[config.mk]
export PLATFORM = sky130hd
export DESIGN_NAME = pred_alu
export DESIGN_NICKNAME = d
export VERILOG_FILES = /design/src/rtl/pred_alu_pkg.sv /design/src/rtl/pa_flag_gen.sv /design/src/rtl/pa_shift_alu.sv /design/src/rtl/pa_pred_eval.sv /design/src/rtl/pred_alu.sv
export SDC_FILE = /design/constraint.sdc
export NUM_CORES = 1
export LEC_CHECK = 0
export BUFFER_PORTS_ARGS = -buffer_cell sky130_fd_sc_hd__buf_2
export CORE_MARGIN = 2
export CORE_UTILIZATION = 50
export CTS_CLUSTER_SIZE = 28
export DETAILED_ROUTE_END_ITERATION = 10
export HOLD_SLACK_MARGIN = 0.15
export PLACE_DENSITY = 0.78
export SETUP_SLACK_MARGIN = 0.3
export SLEW_MARGIN = 25
export SYNTH_ARGS = -nofsm -noshare
export SYNTH_HDL_FRONTEND = slang
export SYNTH_SLANG_ARGS = --single-unit
export TNS_END_PERCENT = 10
[constraint.sdc]
create_clock -name clk -period 2.7 [get_ports clk]
set_clock_uncertainty 0.1 [all_clocks]
set_input_delay 0.81 -clock clk [delete_from_list [all_inputs] [get_ports clk]]
set_output_delay 0.81 -clock clk [all_outputs]
set_load 0.01 [all_outputs]
[src/rtl/pred_alu_pkg.sv]
package pred_alu_pkg;

  typedef enum logic [1:0] {
    OP_NOP = 2'b00,
    OP_CMP = 2'b01,
    OP_ADD = 2'b10,
    OP_SUB = 2'b11
  } pa_op_e;

  localparam int unsigned FLAG_W = 4;
  localparam int unsigned FL_EQ  = 3;
  localparam int unsigned FL_NE  = 2;
  localparam int unsigned FL_LT  = 1;
  localparam int unsigned FL_GT  = 0;

endpackage

[src/rtl/pa_flag_gen.sv]
module pa_flag_gen
  import pred_alu_pkg::*;
#(
  parameter int unsigned DATA_W = 32
) (
  input  logic [DATA_W-1:0] a_i,
  input  logic [DATA_W-1:0] b_i,
  output logic [FLAG_W-1:0] flags_o
);

  function automatic logic [FLAG_W-1:0] signed_compare(
    input logic [DATA_W-1:0] a,
    input logic [DATA_W-1:0] b
  );
    logic [FLAG_W-1:0] f;
    logic eq;
    logic lt;
    eq = (a == b);
    lt = ($signed(a) < $signed(b));
    f = '0;
    f[FL_EQ] = eq;
    f[FL_NE] = ~eq;
    f[FL_LT] = lt;
    f[FL_GT] = ~eq & ~lt;
    return f;
  endfunction

  assign flags_o = signed_compare(a_i, b_i);

endmodule

[src/rtl/pa_shift_alu.sv]
module pa_shift_alu #(
  parameter int unsigned DATA_W = 32,
  parameter int unsigned SH_W   = 5
) (
  input  logic [DATA_W-1:0] a_i,
  input  logic [DATA_W-1:0] b_i,
  input  logic [SH_W-1:0]   shamt_i,
  input  logic              is_sub_i,
  output logic [DATA_W-1:0] result_o
);

  function automatic logic [DATA_W-1:0] shift_op(
    input logic [DATA_W-1:0] a,
    input logic [DATA_W-1:0] b,
    input logic [SH_W-1:0]   sh,
    input logic              sub
  );
    logic [DATA_W-1:0] bs;
    bs = b << sh;
    if (sub) return a - bs;
    return a + bs;
  endfunction

  assign result_o = shift_op(a_i, b_i, shamt_i, is_sub_i);

endmodule

[src/rtl/pa_pred_eval.sv]
module pa_pred_eval
  import pred_alu_pkg::*;
(
  input  logic [FLAG_W-1:0] flags_i,
  input  logic [FLAG_W-1:0] mask_i,
  output logic              take_o
);

  logic [FLAG_W-1:0] hit;
  logic              always_w;

  for (genvar g = 0; g < FLAG_W; g++) begin : g_hit
    assign hit[g] = flags_i[g] & mask_i[g];
  end

  assign always_w = &mask_i;
  assign take_o   = always_w | (|hit);

endmodule

[src/rtl/pred_alu.sv]
module pred_alu
  import pred_alu_pkg::*;
#(
  parameter int unsigned DATA_W = 32,
  localparam int unsigned SH_W  = $clog2(DATA_W)
) (
  input  logic              clk,
  input  logic              rst_n,
  input  logic [1:0]        op_i,
  input  logic [3:0]        mask_i,
  input  logic [SH_W-1:0]   shamt_i,
  input  logic [DATA_W-1:0] a_i,
  input  logic [DATA_W-1:0] b_i,
  output logic [DATA_W-1:0] res_o,
  output logic              wr_en_o,
  output logic [3:0]        flags_o
);

  pa_op_e            op_w;
  logic [FLAG_W-1:0] cmp_flags_w;
  logic [DATA_W-1:0] alu_out_w;
  logic              take_w;
  logic              is_arith_w;
  logic              commit_w;

  logic [FLAG_W-1:0] flags_q;
  logic [DATA_W-1:0] res_q;
  logic              we_q;

  assign op_w       = pa_op_e'(op_i);
  assign is_arith_w = (op_w == OP_ADD) || (op_w == OP_SUB);
  assign commit_w   = is_arith_w && take_w;

  pa_flag_gen #(.DATA_W(DATA_W)) u_flag_gen (
    .a_i     (a_i),
    .b_i     (b_i),
    .flags_o (cmp_flags_w)
  );

  pa_shift_alu #(.DATA_W(DATA_W), .SH_W(SH_W)) u_shift_alu (
    .a_i      (a_i),
    .b_i      (b_i),
    .shamt_i  (shamt_i),
    .is_sub_i (op_w == OP_SUB),
    .result_o (alu_out_w)
  );

  pa_pred_eval u_pred_eval (
    .flags_i (flags_q),
    .mask_i  (mask_i),
    .take_o  (take_w)
  );

  always_ff @(posedge clk or negedge rst_n) begin
    if (!rst_n) begin
      flags_q <= '0;
      res_q   <= '0;
      we_q    <= 1'b0;
    end else begin
      we_q <= commit_w;
      if (op_w == OP_CMP) flags_q <= cmp_flags_w;
      if (commit_w)       res_q   <= alu_out_w;
    end
  end

  assign res_o   = res_q;
  assign wr_en_o = we_q;
  assign flags_o = flags_q;

endmodule

## Yosys cells after proc, flatten, opt, wreduce, memory -nomap -nowiden

Index checks and enable logic that the tools add are counted.

| storage, ports and cells | value |
|---|---|
| output and inout bits | 37 |
| word-level logic and storage cells | 26 |
| input port bits | 77 |
| register bits | 37 |

| operators by class | value |
|---|---|
| reductions and logical operators | 4 |
| $add $sub $neg | 2 |
| mux-type cells | 3 |
| order comparisons | 1 |
| equality and inequality tests | 4 |
| shifts and indexed selects | 1 |
| bitwise gates (word level) | 8 |

Operators by type and width:

| kind | count |
|---|---|
| $mux 32 | 2 |
| $add 32x32->32 | 1 |
| $eq 32x32->1 | 1 |
| $lt 32x32->1 | 1 |
| $shl 32x5->32 | 1 |
| $sub 32x32->32 | 1 |
| $and 1x1->1 | 5 |
| $eq 2x2->1 const B | 2 |
| $reduce_and 4->1 | 1 |
| $reduce_or 4->1 | 1 |
| $eq 2x1->1 const B | 1 |
| $not 1->1 | 2 |
| $logic_and 1x1->1 | 1 |
| $logic_or 1x1->1 | 1 |
| $mux 1 | 1 |
| $or 1x1->1 | 1 |

## Logic depth before layout (Yosys ltp)

| logic depth | value |
|---|---|
| word-level depth | 4 |
| depth in mapped cells | 26 |
| mapped depth without buffers | 21 |

## Hierarchy

From an unflattened synthesis, not the netlist that was laid out.

| second synthesis, totals | value |
|---|---|
| cell total of the unflattened synthesis | 725 |
| area total of the unflattened synthesis | 6497.5 sq um |

Modules (own cells, without submodules):

| module | sequential area each (sq um) | area an instance (sq um) | times used | cells each |
|---|---|---|---|---|
| pa_shift_alu | 0.0 | 4141.5 | 1 | 526 |
| pred_alu | 925.9 | 1496.4 | 1 | 80 |
| pa_flag_gen | 0.0 | 834.6 | 1 | 115 |
| pa_pred_eval | 0.0 | 25.0 | 1 | 4 |

## Worst setup path before layout

Ideal clock, no wire load.

| timing path | value |
|---|---|
| path type | in2reg |
| from | in shamt_i[2] |
| to | reg res_q[31] (netlist: res_o[31]) |
| path buffers | 7 |
| arrival | 5.588 ns |
| slack | -3.119 ns |
| setup time | 0.131 ns |
| cell stages on the path | 25 |
| required time | 2.469 ns |
| cell sequence | buf_6 -> buf_4 -> buf_4 -> buf_4 -> buf_4 -> buf_2 -> buf_1 -> or4_1 -> ha_1 -> inv_1 -> a211oi_1 -> and4bb_2 -> nand2b_1 -> nand2_1 -> xnor2_1 -> ha_1 -> and3_1 -> and2_1 -> a221oi_1 -> and3_1 -> a21o_1 -> o21a_1 -> nor3_1 -> mux2_4 -> or3_1 |

| on the way | value |
|---|---|
| longest elaborated chain between the ends | 4 |
| elaborated cells between the ends (all ways) | 5 |
| those cells by class | add/sub (2); shift (1); mux (2) |

RTL lines:

| what | RTL line | text |
|---|---|---|
| start: declaration | pred_alu.sv:11 | `input logic [SH_W-1:0] shamt_i,` |
| $shl 32x5->32 * | pa_shift_alu.sv:19 | `bs = b << sh;` |
| $sub 32x32->32 | pa_shift_alu.sv:20 | `if (sub) return a - bs;` |
| $mux 32 | pa_shift_alu.sv:20 |  |
| $mux 32 * | pa_shift_alu.sv:21 | `return a + bs;` |
| end signal: assignment | pred_alu.sv:62 | `if (commit_w) res_q <= alu_out_w;` |
| end: declaration | pred_alu.sv:27 | `logic [DATA_W-1:0] res_q;` |

Every way passes the cells marked *; elsewhere a longest branch is shown, timed or not. The select of a mux whose other input is x is not followed.
A chain may end at the register's enable or synchronous reset.

## Worst setup path in the final report

| timing path | value |
|---|---|
| from | in shamt_i[1] |
| to | reg res_q[31] (netlist: res_o[31]) |

The elaborated chain is that of the path after synthesis.

==> impl_metrics.csv <==
group,metric,value,unit
die,initial_core_util,0.5079,
pwr,powerDensity,455.0,mW/mm²
logic_synthesis,synthXorXnorAreaFrac,0.06456,
timing,finalHoldViolCount,0,
timing,maxSlewHeadroom,0.4621,
routing,drc,0,
cts,cts_tree,"yes",
logic_synthesis,synth_seq_area_share,0.1264,
pwr,p_clk_frac,0.135,
timing,tns,-54.66,ns
cts,root_buffer,"clkbuf_16",
logic_synthesis,syn_inst,863,
worst_setup_path,cp_max_fo,16,
worst_setup_path,reg2reg_slack,0.58,ns
logic_synthesis,synth_warnings,0,
worst_setup_path,reg2reg_to,"res_o[31]$_DFFE_PN0P_",
layout,postLayoutCellArea,0.01110,mm²
placed_design,dp_slack,-3.157,ns
die,core-area,0.01442,mm²
layout,stdcell_count,1433,
logic_synthesis,synth_compound_area_frac,0.2401,
timing,finalSetupViolations,33,
pwr,p_sw,2.070,mW
cts,clock_latency,0.28,ns
layout,multi_input_area,0.006356,mm²
die,die_y,125.0,µm
status,failed_checks,"negative setup slack",
placed_design,dpl.hpwl,21200,µm
timing,setup_slack,-2.675,ns
timing,rsz0062_at_grt,"yes",
worst_setup_path,critical_path_class,"input port to register",
worst_setup_path,r2r-start,"flags_o[0]$_DFFE_PN0N_",
placed_design,post_dp_cell_area,0.01031,mm²
timing,holdWs,0.3727,ns
cts,cts_buffers,5,
grt,grt_pass1_vias,8729,
timing,max_slew.worst_pin.slew,0.8068,ns
placed_design,gp_congestion,0.9649,
logic_synthesis,syn_avg_cell_area,8.489,µm²
die,rows,44,
logic_synthesis,yosysUniqueCellTypes,87,
die,die_area,0.01564,mm²
layout,area_growth,51.53,%
logic_synthesis,synth-main-ff-cell,"dfrtp_1",
routing,drt-total-wl,28240,µm
cts,clkTransAtPathRegs,0.05,ns
pwr,p_sw_frac,0.4099,
timing,period_needed,5.375,ns
logic_synthesis,synth.cell_area,0.007326,mm²
die,io_pins,114,
logic_synthesis,async_flop_share,1.000,
worst_setup_path,crit_end,"res_o[31]$_DFFE_PN0P_",
routing,route.vias.total,8906,
logic_synthesis,synthAdderAreaFrac,0.1120,
die,die_x,125.0,µm
layout,fill_cells,933,
timing,drv_slew,0,
worst_setup_path,start_kind,"input port",
pwr,peakVddDrop,0.3321,mV
worst_setup_path,required,2.76,ns
cts,ctsHoldBuffers,0,
worst_setup_path,endpoint_kind,"register",
routing,antenna_left,0,
worst_setup_path,r2r.worst_path.cells,7,
worst_setup_path,cp-startpoint,"shamt_i[1]",
layout,drive_gt1_frac,0.4900,
layout,n_antenna_cell,0,
layout,seq_area,925.9,µm²
pwr,seqPwrFrac,0.177,
logic_synthesis,synth_top_family_by_area,"compound AO/OA/AOI/OAI gates",
grt,overflow,0,
routing,first_pass_iters,6,
logic_synthesis,syn_nets,1005,
placed_design,placedCellCount,1416,
routing,drt-wirelength-per-cell,19.71,µm
worst_setup_path,cp.arrival,5.43,ns
logic_synthesis,muxShareOfSynthArea,0.2191,
logic_synthesis,ys_ff_latch,37,
routing,vias_per_cell,6.215,
pwr,p_leak,5.382,nW
cts,clockBufferDepth,2,
pwr,p_int,2.980,mW
timing,layout_worst_path_cycle_share,1.991,
logic_synthesis,synth_edf_count,0,
placed_design,io_buffer_count,113,
cts,htreeDepth,2,
hold_path,hp-class,"register to register",
timing,fmax,186.0,MHz
grt,antenna_found_initial,0,
layout,final_nets,1390,
logic_synthesis,yosys.area_share.simple,0.1691,
pwr,combPwrFrac,0.689,
routing,drt_iter0_markers,903,
cts,clkSinkCount,37,
grt,grtUsageTotal,0.3412,
grt,grt_max_degree,44,
grt,grt_pass1_wl,44060,µm
job,cap_violations,0,
status,status,"finished with violations",
[worst min path at each step]
stage,endpoint,slack [ns],startpoint,cells past startpoint
after floorplan,flags_o[0]$_DFFE_PN0N_,0.41,rst_n,0
after global placement,res_o[21]$_DFFE_PN0P_,0.36,res_o[21]$_DFFE_PN0P_,2
after detailed placement,res_o[26]$_DFFE_PN0P_,0.36,res_o[26]$_DFFE_PN0P_,2
after CTS,res_o[26]$_DFFE_PN0P_,0.38,res_o[26]$_DFFE_PN0P_,2
after global routing,res_o[2]$_DFFE_PN0P_,0.40,res_o[2]$_DFFE_PN0P_,2
final,res_o[2]$_DFFE_PN0P_,0.37,res_o[2]$_DFFE_PN0P_,2
[sequential cells by signal, indices dropped and copies added (netlist names)]
register and flops:
wr_en_o 1, res_o 32, flags_o 4
[cells in the final DEF (no fill, tap or decap), types with 10 or more instances in the layout]
| cell type | count |
|---|---|
| dfrtp_1 | 37 |
| mux2_2 | 18 |
| buf_4 | 304 |
| a21o_1 | 32 |
| o21ai_0 | 43 |
| nor2b_1 | 10 |
| nor2_1 | 36 |
| a21oi_1 | 36 |
| mux2i_1 | 19 |
| nand2b_1 | 16 |
| nand3_1 | 14 |
| xnor2_1 | 27 |
| nand2_1 | 82 |
| xor2_1 | 26 |
| buf_2 | 104 |
| mux4_2 | 48 |
| buf_6 | 21 |
| inv_1 | 48 |
| o21ai_1 | 18 |
| ha_1 | 54 |
[cell families (layout without fill, tap and decap cells)]
family / Yosys count / in the layout
AO/OA/AOI/OAI: 258 / 258
AND/OR/NAND/NOR: 240 / 240
buffers and inverters: 113 / 499
multiplexers: 96 / 96
adder cells (fa/ha/maj): 65 / 65
XOR/XNOR: 54 / 54
flip-flops: 37 / 37
[per-layer routing]
| layer | up-vias | wire [µm] | track usage | share of wire |
|---|---|---|---|---|
| li1 | 4022 | - | - | - |
| met1 | 4171 | 11010 | 0.4308 | 0.39 |
| met2 | 552 | 13130 | 0.5675 | 0.46 |
| met3 | 161 | 2276 | 0.04236 | 0.081 |
| met4 | 0 | 1826 | 0.1908 | 0.065 |
| met5 | - | 0 | 0 | 0 |
[through the flow]
step                power [mW]    util
floorplan                2.586       -
global placement         3.916  0.7150
detailed placement       4.013  0.7150
CTS                      4.873  0.7587
global route             5.352  0.7696
finish                   5.050  0.7696
[area by class of cell]
class	count	share of cell area
clock inverter	2	0.003381
inverter	54	0.01826
timing repair buffer	437	0.2891
sequential	37	0.08341
multi-input combinational	713	0.5726
clock buffer	6	0.01251
tap	184	0.02074
[cell usage after synthesis, drive strengths merged (10+ instances only)]
library cell	instances	area [µm²]
clkbuf	29	108.9
a21oi	47	235.2
a21o	32	240.2
a211oi	11	82.58
nand3	17	90.09
inv	53	198.9
o21a	11	82.58
dfrtp	37	925.9
o21ai	64	320.3
mux4	48	1081
ha	64	800.8
xnor2	28	245.2
nand4	10	68.81
mux2	29	334.1
mux2i	19	190.2
buf	30	191.4
nand2b	17	106.4
nor2	42	165.2
nor2b	12	75.07
xor2	26	227.7
nor3	11	55.05
nand2	85	319.1
[power by group through the flow]
stage | combinational [mW] | clock [mW] | sequential [mW]
after floorplan | 1.58 | 0 | 1.01
after global routing | 3.72 | 0.710 | 0.923
after global placement | 3.03 | 0 | 0.888
final | 3.48 | 0.680 | 0.893
after CTS | 3.29 | 0.685 | 0.898
after detailed placement | 3.11 | 0 | 0.905
[critical path, cell delays in order]
cell and delay (ns):
buf_12 0.09, buf_4 0.21, buf_12 0.18, mux4_2 0.53, mux2i_1 0.30, nor2_1 0.09
a211oi_1 0.34, nand3_1 0.17, or3_4 0.42, buf_6 0.14, o21ai_1 0.23, xor2_1 0.19
ha_1 0.29, a211oi_4 0.08, and3_1 0.15, a21o_1 0.19, o21a_4 0.22, and4_1 0.19
mux2_4 0.25, or3_1 0.33
[repair_timing]
| action | 4_1_cts | 5_1_grt |
|---|---|---|
| endpoints found under the setup margin | 36 | 36 |
| cloned | 1 | 0 |
| setup buffers | 5 | 3 |
| resized for setup | 102 | 35 |
| pin swaps | 34 | 8 |
| hold endpoints to repair | 0 | 0 |
Note: power is estimated with default switching activity, not from simulation.
